File: src/rtl/dtt_pkg.sv
package dtt_pkg;
  localparam int DW = 32;

  // register byte offsets
  localparam int OFF_LOAD_LO  = 'h000;
  localparam int OFF_CTRL     = 'h004;
  localparam int OFF_FREE_LO  = 'h024;
  localparam int OFF_FREE_HI  = 'h028;
  localparam int OFF_MASK_SET = 'h02C;
  localparam int OFF_MASK_CLR = 'h030;
  localparam int OFF_PEND_CLR = 'h034;

  // control word bit positions
  localparam int CTRL_EN_BIT   = 24;
  localparam int CTRL_RPT_BIT  = 28;
  localparam int CTRL_LOAD_BIT = 30;

  typedef struct packed {
    logic wr_load_lo;
    logic wr_ctrl;
    logic wr_mask_set;
    logic wr_mask_clr;
    logic wr_pend_clr;
  } wr_dec_t;
endpackage

File: src/rtl/dtt_event_timer.sv
module dtt_event_timer #(
  parameter int EV_W = 56,
  localparam int HI_W = EV_W - 32
) (
  input  logic            clk,
  input  logic            rst,
  input  logic            tick,
  input  logic            wr_lo,
  input  logic            wr_ctrl,
  input  logic [31:0]     lo_data,
  input  logic [HI_W-1:0] hi_data,
  input  logic            en_in,
  input  logic            rpt_in,
  input  logic            load_in,
  output logic            enable,
  output logic            repeat_mode,
  output logic [HI_W-1:0] reload_hi,
  output logic [31:0]     reload_lo,
  output logic            expire
);
  logic [EV_W-1:0] cnt_q;
  logic            at_end;

  assign at_end = (cnt_q <= EV_W'(1));
  assign expire = tick && enable && !wr_ctrl && at_end;

  always_ff @(posedge clk) begin
    if (rst) begin
      reload_lo <= '0;
    end else if (wr_lo) begin
      reload_lo <= lo_data;
    end
  end

  always_ff @(posedge clk) begin
    if (rst) begin
      enable      <= 1'b0;
      repeat_mode <= 1'b0;
      reload_hi   <= '0;
      cnt_q       <= '0;
    end else if (wr_ctrl) begin
      enable      <= en_in;
      repeat_mode <= rpt_in;
      reload_hi   <= hi_data;
      if (load_in) cnt_q <= {hi_data, reload_lo};
    end else if (tick && enable) begin
      if (at_end) begin
        if (repeat_mode) begin
          cnt_q <= {reload_hi, reload_lo};
        end else begin
          cnt_q  <= '0;
          enable <= 1'b0;
        end
      end else begin
        cnt_q <= cnt_q - EV_W'(1);
      end
    end
  end
endmodule

File: src/rtl/dtt_free_counter.sv
module dtt_free_counter #(
  parameter int          FREE_W    = 64,
  parameter logic [63:0] FREE_INIT = '0,
  localparam int UP_W = FREE_W - 32
) (
  input  logic              clk,
  input  logic              rst,
  input  logic              tick,
  input  logic              rd_lo,
  output logic [FREE_W-1:0] count,
  output logic [UP_W-1:0]   shadow
);
  always_ff @(posedge clk) begin
    if (rst) begin
      count <= FREE_INIT[FREE_W-1:0];
    end else if (tick) begin
      count <= count + FREE_W'(1);
    end
  end

  always_ff @(posedge clk) begin
    if (rst) begin
      shadow <= '0;
    end else if (rd_lo) begin
      shadow <= count[FREE_W-1:32];
    end
  end
endmodule

File: src/rtl/dtt_irq_ctrl.sv
module dtt_irq_ctrl (
  input  logic clk,
  input  logic rst,
  input  logic expire,
  input  logic set_mask,
  input  logic clr_mask,
  input  logic clr_pend,
  output logic mask,
  output logic pend,
  output logic irq
);
  always_ff @(posedge clk) begin
    if (rst) begin
      mask <= 1'b0;
      pend <= 1'b0;
      irq  <= 1'b0;
    end else begin
      if (set_mask)      mask <= 1'b1;
      else if (clr_mask) mask <= 1'b0;
      if (expire)        pend <= 1'b1;
      else if (clr_pend) pend <= 1'b0;
      irq <= pend & mask;
    end
  end
endmodule

File: src/rtl/dual_tick_timer.sv
module dual_tick_timer
  import dtt_pkg::*;
#(
  parameter int          ADDR_W    = 8,
  parameter int          EV_W      = 56,
  parameter int          FREE_W    = 64,
  parameter logic [63:0] FREE_INIT = '0
) (
  input  logic              clk,
  input  logic              rst,
  input  logic              tick_en,
  input  logic              bus_wr,
  input  logic              bus_rd,
  input  logic [ADDR_W-1:0] bus_addr,
  input  logic [31:0]       bus_wdata,
  output logic [31:0]       bus_rdata,
  output logic              irq
);
  localparam int HI_W = EV_W - 32;
  localparam int UP_W = FREE_W - 32;

  wr_dec_t         wdec;
  logic            rd_free_lo;
  logic            ev_enable, ev_repeat, ev_expire;
  logic [HI_W-1:0] ev_hi;
  logic [31:0]     ev_lo;
  logic [FREE_W-1:0] free_cnt;
  logic [UP_W-1:0]   free_shadow;
  logic            irq_mask, irq_pend;

  always_comb begin
    wdec.wr_load_lo  = bus_wr && (bus_addr == ADDR_W'(OFF_LOAD_LO));
    wdec.wr_ctrl     = bus_wr && (bus_addr == ADDR_W'(OFF_CTRL));
    wdec.wr_mask_set = bus_wr && (bus_addr == ADDR_W'(OFF_MASK_SET));
    wdec.wr_mask_clr = bus_wr && (bus_addr == ADDR_W'(OFF_MASK_CLR));
    wdec.wr_pend_clr = bus_wr && (bus_addr == ADDR_W'(OFF_PEND_CLR));
  end
  assign rd_free_lo = bus_rd && (bus_addr == ADDR_W'(OFF_FREE_LO));

  dtt_event_timer #(.EV_W(EV_W)) u_event (
    .clk(clk), .rst(rst), .tick(tick_en),
    .wr_lo(wdec.wr_load_lo), .wr_ctrl(wdec.wr_ctrl),
    .lo_data(bus_wdata), .hi_data(bus_wdata[HI_W-1:0]),
    .en_in(bus_wdata[CTRL_EN_BIT]), .rpt_in(bus_wdata[CTRL_RPT_BIT]),
    .load_in(bus_wdata[CTRL_LOAD_BIT]),
    .enable(ev_enable), .repeat_mode(ev_repeat),
    .reload_hi(ev_hi), .reload_lo(ev_lo), .expire(ev_expire)
  );

  dtt_free_counter #(.FREE_W(FREE_W), .FREE_INIT(FREE_INIT)) u_free (
    .clk(clk), .rst(rst), .tick(tick_en), .rd_lo(rd_free_lo),
    .count(free_cnt), .shadow(free_shadow)
  );

  dtt_irq_ctrl u_irq (
    .clk(clk), .rst(rst), .expire(ev_expire),
    .set_mask(wdec.wr_mask_set && bus_wdata[0]),
    .clr_mask(wdec.wr_mask_clr && bus_wdata[0]),
    .clr_pend(wdec.wr_pend_clr && bus_wdata[0]),
    .mask(irq_mask), .pend(irq_pend), .irq(irq)
  );

  logic [31:0] ctrl_view;
  always_comb begin
    ctrl_view = '0;
    ctrl_view[HI_W-1:0]    = ev_hi;
    ctrl_view[CTRL_EN_BIT] = ev_enable;
    ctrl_view[CTRL_RPT_BIT]= ev_repeat;
  end

  always_ff @(posedge clk) begin
    if (rst) begin
      bus_rdata <= '0;
    end else if (bus_rd) begin
      case (bus_addr)
        ADDR_W'(OFF_LOAD_LO): bus_rdata <= ev_lo;
        ADDR_W'(OFF_CTRL):    bus_rdata <= ctrl_view;
        ADDR_W'(OFF_FREE_LO): bus_rdata <= free_cnt[31:0];
        ADDR_W'(OFF_FREE_HI): bus_rdata <= 32'(free_shadow);
        default:              bus_rdata <= '0;
      endcase
    end else begin
      bus_rdata <= '0;
    end
  end
endmodule

File: config.mk
export PLATFORM = sky130hd
export DESIGN_NAME = dual_tick_timer
export DESIGN_NICKNAME = d
export VERILOG_FILES = /design/src/rtl/dtt_pkg.sv /design/src/rtl/dtt_event_timer.sv /design/src/rtl/dtt_free_counter.sv /design/src/rtl/dtt_irq_ctrl.sv /design/src/rtl/dual_tick_timer.sv
export SDC_FILE = /design/constraint.sdc
export NUM_CORES = 1
export LEC_CHECK = 0
export BUFFER_PORTS_ARGS = -buffer_cell sky130_fd_sc_hd__buf_4
export CAP_MARGIN = 20
export CORE_MARGIN = 5
export CORE_UTILIZATION = 30
export DETAILED_ROUTE_END_ITERATION = 10
export SKIP_LAST_GASP = 1
export SYNTH_ARGS = -nofsm -noshare
export SYNTH_HDL_FRONTEND = slang
export SYNTH_SLANG_ARGS = --single-unit
export TNS_END_PERCENT = 30
File: constraint.sdc
create_clock -name clk -period 3.6 [get_ports clk]
set_clock_uncertainty 0.1 [all_clocks]
set_input_delay 0.72 -clock clk [delete_from_list [all_inputs] [get_ports clk]]
set_output_delay 0.72 -clock clk [all_outputs]
set_load 0.01 [all_outputs]
; ---- Yosys cells after proc, flatten, opt, wreduce, memory -nomap -nowiden
; Cells that the tools add are included.
; W data, S select, Z words.
[op_classes]
n_addsub = 2
n_lt_le_gt_ge = 1
n_eq_ne = 8
muxes = 14
bitwise = 2
n_reduce_logical = 21
[op_table]
columns = operator, n
row1 = $mux W56, 5
row2 = $pmux W32 S4, 1
row3 = $add A64 B1 Y64 const B, 1
row4 = $le A56 B1 Y1 const B, 1
row5 = $sub A56 B1 Y56 const B, 1
row6 = $eq A8 B6 Y1 const B, 5
row7 = $logic_and A1 B1 Y1, 12
row8 = $eq A8 B3 Y1 const B, 1
row9 = $logic_not A8 Y1, 1
row10 = $mux W1, 8
row11 = $reduce_bool A2 Y1, 4
row12 = $reduce_and A3 Y1, 1
row13 = $ne A2 B1 Y1 const B, 1
row14 = $ne A2 B2 Y1 const B, 1
row15 = $reduce_and A2 Y1, 1
row16 = $reduce_or A2 Y1, 1
row17 = $and A1 B1 Y1, 1
row18 = $logic_not A1 Y1, 1
row19 = $not A1 Y1, 1
[word_totals]
ff_bits = 245
in_bits = 45
output_inout_bits = 33
wordCells = 59

; ---- Logic depth before layout (Yosys ltp)
[logic_depth]
ltp_word = 6
depth_mapped = 10
ltp_nobuf = 8

; ---- Hierarchy
; Synthesis repeated with hierarchy kept, for this count alone.
[hier_totals]
cells_unflattened = 1466
hier_area_um2 = 12648.4
[modules_own_cells]
columns = mod, instances, cells_per_inst, area_per_inst_um2, seq_area_each_um2
row1 = dtt_event_timer, 1, 795, 6510.0, 2282.2
row2 = dtt_free_counter, 1, 487, 4341.7, 1921.8
row3 = dual_tick_timer, 1, 173, 1699.1, 640.6
row4 = dtt_irq_ctrl, 1, 11, 97.6, 60.1

; ---- Worst setup path after synthesis
; OpenSTA, ideal clock, no wires.
[synth_timing]
kind = in2reg
start = input bus_addr[1]
end = register u_event.cnt_q[52]
setup_time_ns = 0.091
t_arrival_ns = 2.663
setup_slack_ns = 0.746
stages = 8
cell_sequence = nor4b_1 -> and3_1 -> clkbuf_1 -> a21o_1 -> clkbuf_1 -> clkbuf_1 -> o21ai_0 -> a311oi_1
[synth_via]
elab_chain_cells = 4
[synth_lines]
columns = element, line_no
row1 = "start, declared", dual_tick_timer.sv:14  ; input logic [ADDR_W-1:0] bus_addr,
row2 = $eq A8 B3 Y1 (*), dual_tick_timer.sv:33  ; wdec.wr_ctrl = bus_wr && (bus_addr == ADDR_W'(OFF_CTRL));
row3 = $logic_and A1 B1 Y1 (*), dual_tick_timer.sv:33
row4 = $ne A2 B2 Y1 (no source line) or $reduce_bool A2 Y1 (tied branches), n/a
row5 = $reduce_and A2 Y1 (no source line), n/a
row6 = "end signal, assigned", dtt_event_timer.sv:45  ; if (load_in) cnt_q <= {hi_data, reload_lo};
row7 = "end signal, assigned", dtt_event_timer.sv:49  ; cnt_q <= {reload_hi, reload_lo};
row8 = "end signal, assigned", dtt_event_timer.sv:55  ; cnt_q <= cnt_q - EV_W'(1);
row9 = "end, declared", dtt_event_timer.sv:21  ; logic [EV_W-1:0] cnt_q;
; Every way passes the cells marked *; elsewhere a longest branch is shown, timed or not.
; A chain may end at the register's enable or synchronous reset.

; ---- Final worst setup path
[layout_timing]
start = register u_event.cnt_q[5]
end = register u_event.cnt_q[53]
[layout_via]
elab_chain_cells = 4
[layout_lines]
columns = element, line_no
row1 = $sub A56 B1 Y56 or $le A56 B1 Y1 (tied branches), "dtt_event_timer.sv:55, dtt_event_timer.sv:24"
row2 = $mux W56 (*), dtt_event_timer.sv:47  ; if (at_end) begin
row3 = $mux W56 (*), dtt_event_timer.sv:46  ; end else if (tick && enable) begin
row4 = $mux W56 (*), dtt_event_timer.sv:41  ; end else if (wr_ctrl) begin
; Every way passes the cells marked *; elsewhere a longest branch is shown, timed or not. The select of a mux whose other input is x is not followed.

==> summary.txt <==
CTS Hold Buffers Added: 0
Placed insts: 1989
Critical path class: reg2reg
Share of cells above drive strength 1: 15.2%
Crit path top cell by count: or4_4
Slew headroom: 36.7%
Setup_tns: 0 ns
Drt initial violations: 1301
Setup crit start kind: flip-flop
Crit-path max FO: 22
Setup bufs post-CTS: 0
Highest clock rate: 0.319 GHz
Dpl hpwl: 28100 um
Worst-path clk slew: 0.06 ns
Die X: 207 um
Number of global-route vias before repair: 10700
Worst-case reg-to-reg path depth: 7
Initial antenna violation count: 0
FF+latch area: 4900 um^2
Status: completed
RR Endpoint: u_event.cnt_q[53]$_SDFFE_PP0P_
DRT antenna net count: 0
Via count: 11200
Largest stage delay, worst path: 0.57 ns
Critical path depth in cells: 7
Minimum clock period: 3.13 ns
Leak pwr: 4.76 nW
I/O pin count: 78
R2R Setup Slk: 0.47 ns
Hold Path Class: in2reg
Maximum vdd drop: 0.373 mV
Clock sinks: 245
Top FF cell, synth: dfxtp_1
Design Area, Final: 13900 um^2
Synthesized instance count: 1444
Number of buffers created by CTS: 27
Final WL: 40100 um
Worst path slowest cell: or4_4
FFs w/ async S/R, synth: 0%
CP endpoint kind: flip-flop
Final Max Tran Viols: 0
Final period util: 87.1%
DRC Markers: 0
Yosys reg bits: 245
Die H: 207 um
Antenna Cells: 0
Fillers: 3979
Die Area: 42700 um^2
Netlist cell types: 67
Grt met2 use: 30.6%
First-pass iteration count of the detailed router: 8
GR Overflow Total: 0
Tot Pwr: 0.00601 W
Synthesized area per cell: 8.04 um^2
Largest net degree at the start of global routing: 77
Starting Density: 30.2%
Arrival time at the worst endpoint: 3.45 ns
Buf+Inv Stages, Crit Path: 1
Clock Latency Late Sink: 0.54 ns
GRT met1 Usage: 24.0%
Cts repair resizes: 0
TritonCTS clock tree: yes
Final core utilization: 36.2%
CP required: 3.91 ns
I/O Buffers: 77
Nets: 1548
Setup crit end: u_event.cnt_q[53]$_SDFFE_PP0P_
Depth of the CTS H-tree: 1
Synth Warn #: 0
GRT Total Usage: 18.1%
Pwr Density: 432 nW/um^2
First-pass GRT wire length: 61700 um
Multi-input gate area: 6270 um^2
Max-cap check violation count: 0
Crit path cell chain: or4_4 -> or4_4 -> or4_4 -> nor2_2 -> buf_12 -> a31oi_1 -> a2111oi_2
Routed wire per std cell: 19.7 um
Max clock buf depth: 3
Post-synth EDFFs: 0
Reg2Reg Launch Point: u_event.cnt_q[5]$_SDFFE_PP0P_
Non-Filler Instances: 2037
Netlist Area Pre-Place: 11600 um^2
Rows: 72
Met3 GRT Util: 2.55%
Worst Tran Pin Value: 0.948 ns
Worst setup path startpoint: u_event.cnt_q[5]$_SDFFE_PP0P_
Core footprint: 38500 um^2
Worst path top cell family by delay: simple AND/OR/NAND/NOR gates
Busiest metal layer after global routing: met2
Sequential-to-total area share from yosys stat: 42.2%
Global placement routability congestion: 0.919
DR vias/cell: 5.50
Layout area overhead: 19.9%
CTS root buf: clkbuf_16
DP Area: 12900 um^2
Setup violators final: 0
RSZ-0062 raised after global routing: false
Syn Nets: 1492
Final Hold Viols: 0
-- where the power goes --
group / total, W / switching (W) / internal [W]
clock: 0.00306 / 0.00118 / 0.00188
sequential: 0.00272 / 0.00000551 / 0.00271
combinational: 0.000228 / 0.000146 / 0.0000821
total: 0.00601 / 0.00133 / 0.00468
-- metrics by stage --
step	hold WS, ns	setup WS [ns]
CTS	0.324	0.502
global route	0.328	0.404
finish	0.332	0.465
floorplan	0.336	0.746
global placement	0.346	0.462
detailed placement	0.349	0.362
-- Yosys cell counts, types with 12 or more instances --
| master | n | share of area [%] |
|---|---|---|
| a21oi_1 | 120 | 5.2 |
| a31oi_1 | 13 | 0.70 |
| nor3_1 | 57 | 2.5 |
| a222oi_1 | 32 | 2.8 |
| inv_1 | 22 | 0.71 |
| xor2_1 | 46 | 3.5 |
| nand3_1 | 61 | 2.6 |
| xnor2_1 | 41 | 3.1 |
| dfxtp_1 | 245 | 42 |
| nor4_1 | 34 | 1.8 |
| or3_1 | 27 | 1.5 |
| nand2_1 | 246 | 8.0 |
| clkbuf_1 | 94 | 3.0 |
| a311oi_1 | 17 | 1.3 |
| o21ai_0 | 38 | 1.6 |
| nand4_1 | 32 | 1.7 |
| mux2_2 | 25 | 2.4 |
| nor2_1 | 138 | 4.5 |
| and3_1 | 12 | 0.65 |
-- kinds of logic after synthesis --
kind of cell,share of synthesized area [%]
multiplexers,2.68
adder cells (fa/ha/maj),0.323
buffers and inverters,4.29
AO/OA/AOI/OAI,16.7
AND/OR/NAND/NOR,27.1
XOR/XNOR,6.56
flip-flops,42.2
-- worst min-delay path by stage --
stage	cells after the start	start	endpoint	slack, ns
floorplan	2	u_free.shadow[0]$_SDFFE_PP0P_	u_free.shadow[0]$_SDFFE_PP0P_	0.34
global placement	2	u_free.shadow[21]$_SDFFE_PP0P_	u_free.shadow[21]$_SDFFE_PP0P_	0.35
detailed placement	2	u_free.shadow[28]$_SDFFE_PP0P_	u_free.shadow[28]$_SDFFE_PP0P_	0.35
CTS	3	bus_wdata[26]	u_event.reload_lo[26]$_SDFFE_PP0P_	0.32
global route	3	bus_wdata[26]	u_event.reload_lo[26]$_SDFFE_PP0P_	0.33
finish	3	bus_wdata[29]	u_event.reload_lo[29]$_SDFFE_PP0P_	0.33
-- per-layer routing --
metal  up-vias  wire, um
li1       5303         -
met1      5404     17100
met2       429     19100
met3        73      2760
met4         0      1100
met5         -         0
-- cell type report --
| type | count | share of cell area, % |
|---|---|---|
| multi-input cells | 1072 | 45.0 |
| clock buffers | 31 | 5.25 |
| well taps | 518 | 4.65 |
| inverters | 22 | 0.593 |
| clock inverters | 17 | 1.80 |
| flip-flops and latches | 245 | 35.2 |
| repair buffers | 132 | 7.47 |
-- sequential cells by signal, summed over array words and instances, names as in the netlist, 24 cells and up --
signal / cells
u_free.shadow: 32
u_event.reload_hi: 24
u_event.cnt_q: 56
bus_rdata: 32
u_event.reload_lo: 32
u_free.count: 64
-- cell usage in the layout (no fill, tap or decap), types with 22 or more instances in the layout --
cell	instances
o21ai_0	38
dfxtp_1	245
nor2_1	135
nand4_1	32
nand2_1	246
a222oi_1	32
nand3_1	60
clkbuf_16	27
xnor2_1	41
a21oi_1	118
nor4_1	34
inv_1	22
buf_4	127
xor2_1	46
or3_1	27
nor3_1	55
mux2_2	25
-- worst min-delay path: stages --
cell and delay, ns:
buf_4 0.11, nand2_1 0.05, a21oi_1 0.05
Note: power is estimated with default switching activity, not from simulation.
